### src/rtl/dcoc_pkg.sv
package dcoc_pkg;
  typedef enum logic [1:0] {
    ENG_IDLE = 2'd0,
    ENG_MEAS = 2'd1,
    ENG_LOAD = 2'd2
  } eng_state_e;
endpackage

### src/rtl/dcoc_trig_queue.sv
module dcoc_trig_queue #(
  parameter int NCH = 4
) (
  input  logic           clk,
  input  logic           rst_n,
  input  logic [NCH-1:0] chan_en,
  input  logic [NCH-1:0] trig_meas,
  input  logic [NCH-1:0] trig_load,
  input  logic [NCH-1:0] busy_oh,
  input  logic [NCH-1:0] take_oh,
  output logic [NCH-1:0] pend_meas,
  output logic [NCH-1:0] pend_load,
  output logic [NCH-1:0] accept
);
  for (genvar i = 0; i < NCH; i++) begin : g_ch
    assign accept[i] = chan_en[i] & (trig_meas[i] | trig_load[i]) & ~busy_oh[i];

    always_ff @(posedge clk or negedge rst_n) begin
      if (!rst_n) begin
        pend_meas[i] <= 1'b0;
        pend_load[i] <= 1'b0;
      end else if (!chan_en[i]) begin
        pend_meas[i] <= 1'b0;
        pend_load[i] <= 1'b0;
      end else if (accept[i]) begin
        pend_meas[i] <= trig_meas[i];
        pend_load[i] <= ~trig_meas[i];
      end else if (take_oh[i]) begin
        pend_meas[i] <= 1'b0;
        pend_load[i] <= 1'b0;
      end
    end

    // a channel never holds both request kinds
    a_r12_one_kind: assert property (@(posedge clk) disable iff (!rst_n)
      !(pend_meas[i] && pend_load[i]));
    // a disabled channel keeps no request
    a_r2_dis_no_pend: assert property (@(posedge clk) disable iff (!rst_n)
      !chan_en[i] |=> !(pend_meas[i] || pend_load[i]));
  end
endmodule

### src/rtl/dcoc_arbiter.sv
module dcoc_arbiter #(
  parameter int NCH = 4,
  localparam int IW = (NCH > 1) ? $clog2(NCH) : 1
) (
  input  logic           clk,
  input  logic           rst_n,
  input  logic [NCH-1:0] req,
  output logic           req_valid,
  output logic [IW-1:0]  req_idx
);
  always_comb begin
    req_idx = '0;
    for (int i = NCH - 1; i >= 0; i--) begin
      if (req[i]) req_idx = IW'(i);
    end
  end
  assign req_valid = |req;

  // the chosen channel has no lower-numbered requester
  a_r9_lowest_first: assert property (@(posedge clk) disable iff (!rst_n)
    req_valid |-> (req[req_idx] && ((req & ((NCH'(1) << req_idx) - NCH'(1))) == '0)));
endmodule

### src/rtl/dcoc_engine.sv
module dcoc_engine
  import dcoc_pkg::*;
#(
  parameter int NCH        = 4,
  parameter int CW         = 8,
  parameter int SETTLE_CYC = 16,
  parameter int LOAD_CYC   = 8,
  localparam int IW   = (NCH > 1) ? $clog2(NCH) : 1,
  localparam int BW   = (CW > 1) ? $clog2(CW) : 1,
  localparam int CMAX = (SETTLE_CYC > LOAD_CYC) ? SETTLE_CYC : LOAD_CYC,
  localparam int CNTW = $clog2(CMAX + 1)
) (
  input  logic              clk,
  input  logic              rst_n,
  input  logic [NCH-1:0]    chan_en,
  input  logic              req_valid,
  input  logic [IW-1:0]     req_idx,
  input  logic [NCH-1:0]    pend_meas,
  input  logic [NCH-1:0]    cmp_above,
  input  logic [NCH*CW-1:0] store_word,
  output logic [NCH-1:0]    busy_oh,
  output logic [NCH-1:0]    take_oh,
  output logic              trial_act,
  output logic [IW-1:0]     trial_ch,
  output logic [CW-1:0]     trial_val,
  output logic [NCH-1:0]    wr_oh,
  output logic              wr_meas,
  output logic [CW-1:0]     wr_val
);
  localparam logic [CW-1:0] MSB = CW'(1) << (CW - 1);

  eng_state_e       state;
  logic [IW-1:0]    ch;
  logic [CW-1:0]    sar_u;   // offset-binary trial
  logic [BW-1:0]    bit_idx;
  logic [CNTW-1:0]  cnt;

  logic             grant;
  logic             aborting;
  logic             window_end;
  logic [CW-1:0]    bit_mask;
  logic [CW-1:0]    sar_dec;

  assign grant      = (state == ENG_IDLE) && req_valid;
  assign aborting   = (state != ENG_IDLE) && !chan_en[ch];
  assign window_end = (state == ENG_MEAS) ? (cnt == CNTW'(SETTLE_CYC - 1))
                                          : (cnt == CNTW'(LOAD_CYC - 1));
  assign bit_mask   = CW'(1) << bit_idx;
  assign sar_dec    = cmp_above[ch] ? (sar_u & ~bit_mask) : sar_u;

  always_comb begin
    take_oh = '0;
    busy_oh = '0;
    if (grant) begin
      take_oh[req_idx] = 1'b1;
      busy_oh[req_idx] = 1'b1;
    end else if (state != ENG_IDLE) begin
      busy_oh[ch] = 1'b1;
    end
  end

  assign trial_act = (state == ENG_MEAS);
  assign trial_ch  = ch;
  assign trial_val = sar_u ^ MSB;

  always_comb begin
    wr_oh   = '0;
    wr_meas = 1'b0;
    wr_val  = '0;
    if (!aborting && window_end) begin
      if (state == ENG_MEAS && bit_idx == '0) begin
        wr_oh[ch] = 1'b1;
        wr_meas   = 1'b1;
        wr_val    = sar_dec ^ MSB;
      end else if (state == ENG_LOAD) begin
        wr_oh[ch] = 1'b1;
        wr_val    = store_word[ch*CW +: CW];
      end
    end
  end

  always_ff @(posedge clk or negedge rst_n) begin
    if (!rst_n) begin
      state   <= ENG_IDLE;
      ch      <= '0;
      sar_u   <= '0;
      bit_idx <= '0;
      cnt     <= '0;
    end else begin
      unique case (state)
        ENG_IDLE: begin
          if (grant) begin
            ch      <= req_idx;
            cnt     <= '0;
            sar_u   <= MSB;
            bit_idx <= BW'(CW - 1);
            state   <= pend_meas[req_idx] ? ENG_MEAS : ENG_LOAD;
          end
        end
        ENG_MEAS: begin
          if (aborting) begin
            state <= ENG_IDLE;
          end else if (window_end) begin
            cnt <= '0;
            if (bit_idx == '0) begin
              sar_u <= sar_dec;
              state <= ENG_IDLE;
            end else begin
              sar_u   <= sar_dec | (bit_mask >> 1);
              bit_idx <= bit_idx - BW'(1);
            end
          end else begin
            cnt <= cnt + CNTW'(1);
          end
        end
        ENG_LOAD: begin
          if (aborting || window_end) begin
            state <= ENG_IDLE;
          end else begin
            cnt <= cnt + CNTW'(1);
          end
        end
        default: state <= ENG_IDLE;
      endcase
    end
  end

  // the settle counter never passes its window
  a_r3_settle_bound: assert property (@(posedge clk) disable iff (!rst_n)
    (state == ENG_MEAS) |-> (cnt < CNTW'(SETTLE_CYC)));
  // losing the served channel's enable returns the engine to idle
  a_r10_abort_idle: assert property (@(posedge clk) disable iff (!rst_n)
    ((state != ENG_IDLE) && !chan_en[ch]) |=> (state == ENG_IDLE));
  // exactly one channel is marked busy while an operation runs
  a_r11_busy_onehot: assert property (@(posedge clk) disable iff (!rst_n)
    (state != ENG_IDLE) |-> $onehot(busy_oh));
  // at most one completion write per cycle
  a_r9_single_write: assert property (@(posedge clk) disable iff (!rst_n)
    $onehot0(wr_oh));
endmodule

### src/rtl/dcoc_chan_bank.sv
module dcoc_chan_bank #(
  parameter int NCH = 4,
  parameter int CW  = 8,
  localparam int IW = (NCH > 1) ? $clog2(NCH) : 1
) (
  input  logic              clk,
  input  logic              rst_n,
  input  logic [NCH-1:0]    chan_en,
  input  logic [NCH-1:0]    accept,
  input  logic [NCH-1:0]    wr_oh,
  input  logic              wr_meas,
  input  logic [CW-1:0]     wr_val,
  input  logic              trial_act,
  input  logic [IW-1:0]     trial_ch,
  input  logic [CW-1:0]     trial_val,
  output logic [NCH*CW-1:0] corr_word,
  output logic [NCH-1:0]    meas_done,
  output logic [NCH-1:0]    load_done,
  output logic [NCH-1:0]    cal_done
);
  logic [CW-1:0] held [NCH];

  for (genvar i = 0; i < NCH; i++) begin : g_ch
    always_ff @(posedge clk or negedge rst_n) begin
      if (!rst_n) begin
        held[i]      <= '0;
        meas_done[i] <= 1'b0;
        load_done[i] <= 1'b0;
      end else if (!chan_en[i]) begin
        held[i]      <= '0;
        meas_done[i] <= 1'b0;
        load_done[i] <= 1'b0;
      end else if (wr_oh[i]) begin
        held[i]      <= wr_val;
        meas_done[i] <= wr_meas;
        load_done[i] <= ~wr_meas;
      end else if (accept[i]) begin
        meas_done[i] <= 1'b0;
        load_done[i] <= 1'b0;
      end
    end

    assign corr_word[i*CW +: CW] = (trial_act && trial_ch == IW'(i)) ? trial_val : held[i];
    assign cal_done[i]           = meas_done[i] | load_done[i];

    // disable zeroes word and flags
    a_r10_dis_clear: assert property (@(posedge clk) disable iff (!rst_n)
      !chan_en[i] |=> (held[i] == '0 && !meas_done[i] && !load_done[i]));
    // mode flags are exclusive
    a_r6_flag_excl: assert property (@(posedge clk) disable iff (!rst_n)
      !(meas_done[i] && load_done[i]));
    // an accepted trigger leaves both flags clear
    a_r7_trig_clears: assert property (@(posedge clk) disable iff (!rst_n)
      accept[i] |=> (!meas_done[i] && !load_done[i]));
    // without a completion write the held word does not move
    a_r8_hold: assert property (@(posedge clk) disable iff (!rst_n)
      (chan_en[i] && !wr_oh[i]) |=> $stable(held[i]));
  end
endmodule

### src/rtl/dcoc_ctrl.sv
module dcoc_ctrl #(
  parameter int NCH        = 4,
  parameter int CW         = 8,
  parameter int SETTLE_CYC = 128000,
  parameter int LOAD_CYC   = 24000
) (
  input  logic              clk,
  input  logic              rst_n,
  input  logic [NCH-1:0]    chan_en,
  input  logic [NCH-1:0]    trig_meas,
  input  logic [NCH-1:0]    trig_load,
  input  logic [NCH-1:0]    cmp_above,
  input  logic [NCH*CW-1:0] store_word,
  output logic [NCH*CW-1:0] corr_word,
  output logic [NCH-1:0]    meas_done,
  output logic [NCH-1:0]    load_done,
  output logic [NCH-1:0]    cal_done
);
  localparam int IW = (NCH > 1) ? $clog2(NCH) : 1;

  logic [NCH-1:0] pend_meas, pend_load, accept, busy_oh, take_oh, wr_oh;
  logic           req_valid, trial_act, wr_meas;
  logic [IW-1:0]  req_idx, trial_ch;
  logic [CW-1:0]  trial_val, wr_val;

  dcoc_trig_queue #(.NCH(NCH)) u_queue (
    .clk(clk), .rst_n(rst_n), .chan_en(chan_en),
    .trig_meas(trig_meas), .trig_load(trig_load),
    .busy_oh(busy_oh), .take_oh(take_oh),
    .pend_meas(pend_meas), .pend_load(pend_load), .accept(accept)
  );

  dcoc_arbiter #(.NCH(NCH)) u_arb (
    .clk(clk), .rst_n(rst_n),
    .req((pend_meas | pend_load) & chan_en),
    .req_valid(req_valid), .req_idx(req_idx)
  );

  dcoc_engine #(.NCH(NCH), .CW(CW), .SETTLE_CYC(SETTLE_CYC), .LOAD_CYC(LOAD_CYC)) u_eng (
    .clk(clk), .rst_n(rst_n), .chan_en(chan_en),
    .req_valid(req_valid), .req_idx(req_idx), .pend_meas(pend_meas),
    .cmp_above(cmp_above), .store_word(store_word),
    .busy_oh(busy_oh), .take_oh(take_oh),
    .trial_act(trial_act), .trial_ch(trial_ch), .trial_val(trial_val),
    .wr_oh(wr_oh), .wr_meas(wr_meas), .wr_val(wr_val)
  );

  dcoc_chan_bank #(.NCH(NCH), .CW(CW)) u_bank (
    .clk(clk), .rst_n(rst_n), .chan_en(chan_en), .accept(accept),
    .wr_oh(wr_oh), .wr_meas(wr_meas), .wr_val(wr_val),
    .trial_act(trial_act), .trial_ch(trial_ch), .trial_val(trial_val),
    .corr_word(corr_word), .meas_done(meas_done),
    .load_done(load_done), .cal_done(cal_done)
  );
endmodule

### config.mk
export PLATFORM = sky130hd
export DESIGN_NAME = dcoc_ctrl
export DESIGN_NICKNAME = d
export VERILOG_FILES = /design/src/rtl/dcoc_pkg.sv /design/src/rtl/dcoc_trig_queue.sv /design/src/rtl/dcoc_arbiter.sv /design/src/rtl/dcoc_engine.sv /design/src/rtl/dcoc_chan_bank.sv /design/src/rtl/dcoc_ctrl.sv
export SDC_FILE = /design/constraint.sdc
export NUM_CORES = 1
export LEC_CHECK = 0
export ABC_AREA = 1
export ABC_CLOCK_PERIOD_IN_PS = 4200
export BUFFER_PORTS_ARGS = -buffer_cell sky130_fd_sc_hd__buf_2
export CAP_MARGIN = 20
export CORE_MARGIN = 1.5
export CORE_UTILIZATION = 35
export DETAILED_ROUTE_END_ITERATION = 12
export GPL_TIMING_DRIVEN = 0
export SLEW_MARGIN = 15
export SYNTH_ARGS = -nofsm -noshare
export SYNTH_HDL_FRONTEND = slang
export SYNTH_SLANG_ARGS = --single-unit
### constraint.sdc
create_clock -name clk -period 4.2 [get_ports clk]
set_clock_uncertainty 0.2 [all_clocks]
set_input_delay 0.63 -clock clk [delete_from_list [all_inputs] [get_ports clk]]
set_output_delay 0.63 -clock clk [all_outputs]
set_load 0.05 [all_outputs]
After elaboration in Yosys (flattened, before gate mapping). Index checks and enable logic that the tools add are counted. W data, S select, Z words.

Input bits: 50. Output and inout bits: 44. Flip-flop bits (word level): 80. Word-level logic and storage cells: 218.

Shift-type cells: 2. Mux-type cells: 101. Eq/ne operators: 27. Bitwise operators: 32. Reduce and logical (&&, ||, !) cells: 25. Add/sub/neg operators: 2. Magnitude comparators: 4.

Operators with widths (number): $mux W8 (20); $mux W17 (4); $pmux W17 S3 (1); $mux W1 (48); $shiftx A32 B6 Y8 (1); $mux W4 (6); $ne A3 B1 Y1 const B (8); $mux W2 (10); $add A17 B1 Y17 const B (1); $eq A17 B15 Y1 const B (1); $eq A17 B17 Y1 const B (1); $pmux W8 S2 (1); $mux W3 (4); $reduce_and A4 Y1 (3); $not A1 Y1 (11); $logic_and A1 B1 Y1 (10); $ne A2 B1 Y1 const B (5); $ne A2 B2 Y1 const B (5); $and A1 B1 Y1 (8); $and A8 B8 Y8 (1); $not A8 Y8 (1); $or A1 B1 Y1 (8); $or A8 B7 Y8 (1); $shl A1 B3 Y8 const A (1); other kinds (21) (33).

Longest topological paths before layout.
Depth after elaboration: 16. Gate-level depth with buffers: 15. Gate-level depth less buffers: 14.

Hierarchy. Synthesis repeated with hierarchy kept, for this count alone.

Cells, all modules: 814. Area, all modules: 5696.7 µm².

By module, submodules not included: dcoc_engine (seq. area each 800.8 µm², area an instance 2876.5 µm², cells an instance 433, instances 1); dcoc_chan_bank (seq. area each 1001.0 µm², area an instance 2263.4 µm², cells an instance 296, instances 1); dcoc_trig_queue (seq. area each 200.2 µm², area an instance 465.4 µm², cells an instance 64, instances 1); dcoc_arbiter (seq. area each 0.0 µm², area an instance 46.3 µm², cells an instance 9, instances 1); dcoc_ctrl (seq. area each 0.0 µm², area an instance 45.0 µm², cells an instance 12, instances 1).

Worst setup path after synthesis. OpenSTA, ideal clock, no wires.

Path kind: reg2out. From: register u_eng.state[1]. To: output corr_word[10]. Required time: 3370 ps. Path buffers: 2. Stages on the path, launching flop included: 7. Slack: 879 ps. Arrival: 2491 ps. Cells stage by stage: dfrtp_1 -> inv_1 -> ha_1 -> clkbuf_1 -> nand2_1 -> clkbuf_1 -> o21ai_0.

Longest elaborated chain between the ends: 3.

RTL lines: start: declaration (RTL line dcoc_engine.sv:32) `eng_state_e state;`; start signal: assignment (RTL line dcoc_engine.sv:97) `state <= pend_meas[req_idx] ? ENG_MEAS : ENG_LOAD;`; $eq A2 B1 Y1 (RTL line dcoc_engine.sv:62) `assign trial_act = (state == ENG_MEAS);`; $logic_and A1 B1 Y1 (RTL line dcoc_chan_bank.sv:43) `assign corr_word[i*CW +: CW] = (trial_act && trial_ch == IW'(i)) ? trial_val : held[i];`; $mux W8 (RTL line dcoc_chan_bank.sv:43); end: declaration (RTL line dcoc_ctrl.sv:14) `output logic [NCH*CW-1:0] corr_word,`.

Every way passes these cells.

Worst setup path after layout.
From: register u_eng.state[1]. To: output corr_word[18].

The elaborated chain is that of the path after synthesis.

==> results.cfg <==
[logic_synthesis]
postSynthAreaPerCell_um2 = 6.578
seq_area_frac_synth_pct = 38.04
yosys_warnings = 0
synth-seq-cells = 80
synth_flop_cell = dfrtp_1
yosysUniqueCellTypes = 34
synth_edf_count = 0
syn_inst = 800
yosys.area.top_type_share_pct = 38.04
ys_async_sr_fraction_pct = 100.0
synthTopCellsByArea = dfrtp_1 38%, nand2_1 23%, nand3_1 7.2%
syn_nets = 860
yosys.area.top_type = dfrtp_1
syn_area_um2 = 5263

[placed_design]
gp_congestion = 0.8571
io_buffers = 92
place_hpwl_um = 12190
placed_area_um2 = 5983

[detailed_routing]
wl_per_cell_um = 14.51
routed_wl_um = 15860
drt_first_pass_iters = 7
via_count = 5420
drc_errors = 0
ant_nets = 0
via_per_inst = 4.959
drtIter0Drc = 369

[power]
switching_share_pct = 45.45
p_leak_nw = 3.375
p_seq_share_pct = 30.7
switching_power_mw = 1.350
clkPwrFrac_pct = 26.1
p_int_mw = 1.620
power_density_nw_per_um2 = 473.5
irDropWorstVdd_mv = 0.3694
pwr-share-comb_pct = 43.2

[finish]
fillers = 1588
antenna_cells = 0
nets = 964
layout-drive-gt1-share_pct = 17.05
fin_area_um2 = 6274
area_growth_pct = 19.21

[critical_path]
rrSetupSlack_ps = 1700
critical_path_class = flop to output port
required_ps = 3370
cp_slowest_cell = clkbuf_1
path_max_fanout = 10
r2r_start = u_eng.state[1]$_DFFE_PN0P_
path_cells = inv_1, ha_1, clkbuf_1, nand2_1, clkbuf_1, o21ai_0, buf_2
critPathMaxStageDelay_ps = 500
crit_top_cell = clkbuf_1
endpoint_kind = output port
startpoint = u_eng.state[1]$_DFFE_PN0P_
cp-endpoint = corr_word[18]
critPathArrivalTime_ps = 2950
startpoint_type = flop
reg2regPathDepth = 12
rr_endpoint = u_bank.load_done[0]$_DFFE_PN0P_

[timing]
setup_violations = 0
min_period_ps = 3779
period_share_pct = 89.97
hold_slack_ps = 49.43
rsz0062_at_grt = no
relSlewSlack_pct = 52.35
drv_slew = 0
tightest_slew_ps = 714.0
hold_violations = 0
setup_tns_ps = 0
clock.fmax_mhz = 264.6

[die]
die_w_um = 125.6
initial_core_util_pct = 36.07
die_y_um = 125.6
num_io_pins = 94
dieArea_um2 = 15780
core_area_um2 = 14590
rows = 44

[grt]
grt_start_max_net_pins = 46
grt_pass1_wl_um = 25690
globalRouteTotalUtil_pct = 20.59
antenna_found_initial = 0
gr-total-overflow = 0
grt_pass1_vias = 4963

[clocking]
ctsHoldBuffers = 0
root_buffer = clkbuf_16
clk_pin_slew_worst_paths_ps = 60
cts_resized = 0
clk_path_buf_depth = 2
post_cts_buffers = 0
cts_made_buffers = 9
cts.htree.levels = 3
tritoncts = built
clock_latency_ps = 350
cts.sinks = 80

[run]
max-cap-violations = 0

[run_status]
status = finished clean

[hold_path]
hold_class = input port to asynchronous set/reset pin
==> cell usage in the layout, fill, tap and decap left out, types with 2 or more instances in the layout <==
cell,netlist,final
nand2_1,329,329
buf_2,5,96
dfrtp_1,80,80
nand3_1,76,76
inv_1,75,75
o21ai_0,59,59
nor2_1,49,49
o21ai_1,14,14
nand4_1,13,13
a21oi_1,12,12
nand3b_1,10,10
ha_1,10,10
nor2_2,9,9
clkbuf_1,9,9
clkbuf_16,0,9
inv_2,7,7
or2_2,7,7
nand2_2,7,7
nor3_1,6,6
xor2_1,4,4
buf_4,3,4
clkinvlp_4,0,3
buf_6,2,2
a22oi_1,2,2
==> routing by layer <==
metal	vias up	share of wire [%]	GRT usage, %
li1	2761	-	-
met1	2494	49	29.44
met2	146	44	32.13
met3	19	5.2	3.271
met4	0	1.8	6.217
met5	-	0	0
==> cell families after synthesis <==
logic type               after synthesis  synth area share (%)
adder cells (fa/ha/maj)               10                 2.378
flip-flops                            80                 38.04
AND/OR/NAND/NOR                      510                 41.58
buffers and inverters                102                 7.917
XOR/XNOR                               5                0.8321
AO/OA/AOI/OAI                         93                 9.249
==> registers in the layout, summed over array words and instances, names as in the netlist <==
| signal | count |
|---|---|
| u_bank.held | 32 |
| u_eng.cnt | 17 |
| u_eng.sar_u | 8 |
| u_bank.load_done | 4 |
| u_bank.meas_done | 4 |
| u_queue.pend_load | 4 |
| u_queue.pend_meas | 4 |
| u_eng.bit_idx | 3 |
| u_eng.state | 2 |
| u_eng.trial_ch | 2 |
==> worst min-delay path by stage <==
stage / startpoint / end / slack, ps
floorplan: rst_n / u_bank.held[0]$_DFFE_PN0P_ / 130
global placement: u_bank.held[19]$_DFFE_PN0P_ / u_bank.held[19]$_DFFE_PN0P_ / 260
finish: rst_n / u_eng.cnt[5]$_DFFE_PN0P_ / 50
global route: rst_n / u_eng.cnt[5]$_DFFE_PN0P_ / 80
detailed placement: u_bank.held[20]$_DFFE_PN0P_ / u_bank.held[20]$_DFFE_PN0P_ / 270
CTS: rst_n / u_eng.cnt[5]$_DFFE_PN0P_ / 60
==> final cells by class <==
| type | count | area, um^2 | area share [%] |
|---|---|---|---|
| Sequential cell | 80 | 2002 | 31.91 |
| Clock buffer | 10 | 239.0 | 3.809 |
| Buffer | 20 | 108.9 | 1.735 |
| Tap cell | 184 | 230.2 | 3.670 |
| Timing Repair Buffer | 93 | 490.5 | 7.818 |
| Inverter | 82 | 307.8 | 4.906 |
| Clock inverter | 6 | 51.30 | 0.8177 |
| Multi-Input combinational cell | 618 | 2844 | 45.33 |
==> critical path: cells and delay by family, from the launching register on <==
kind	cells	cell delay, ps
buffers and inverters	4	1200
DFF	1	420
AOI/OAI and AO/OA	1	360
and+or+nand+nor	1	310
adders and majority gates	1	300
==> power by group through the flow <==
stage	logic (mW)	registers, mW	clock network (mW)
2_1_floorplan	0.883	0.903	0
3_3_place_gp	1.27	0.923	0
3_5_place_dp	1.28	0.926	0
4_1_cts	1.29	0.911	0.787
5_1_grt	1.43	0.920	0.816
6_report	1.28	0.912	0.776
==> stage by stage <==
stage               instances  setup WS [ps]  utilization (%)  total power [mW]
floorplan                 800          879.2                -             1.786
global placement         1076          870.8            40.81             2.193
detailed placement       1077          900.6            41.01             2.204
CTS                      1093          516.4            43.00             2.984
global route             1093          277.9            43.00             3.169
finish                   1093          421.2            43.00             2.971
==> synth_stat cells, types with 9 or more instances <==
| master | instances |
|---|---|
| nand2_1 | 329 |
| dfrtp_1 | 80 |
| nand3_1 | 76 |
| inv_1 | 75 |
| o21ai_0 | 59 |
| nor2_1 | 49 |
| o21ai_1 | 14 |
| nand4_1 | 13 |
| a21oi_1 | 12 |
| ha_1 | 10 |
| nand3b_1 | 10 |
| clkbuf_1 | 9 |
| nor2_2 | 9 |
(Power assumes the default switching activity.)
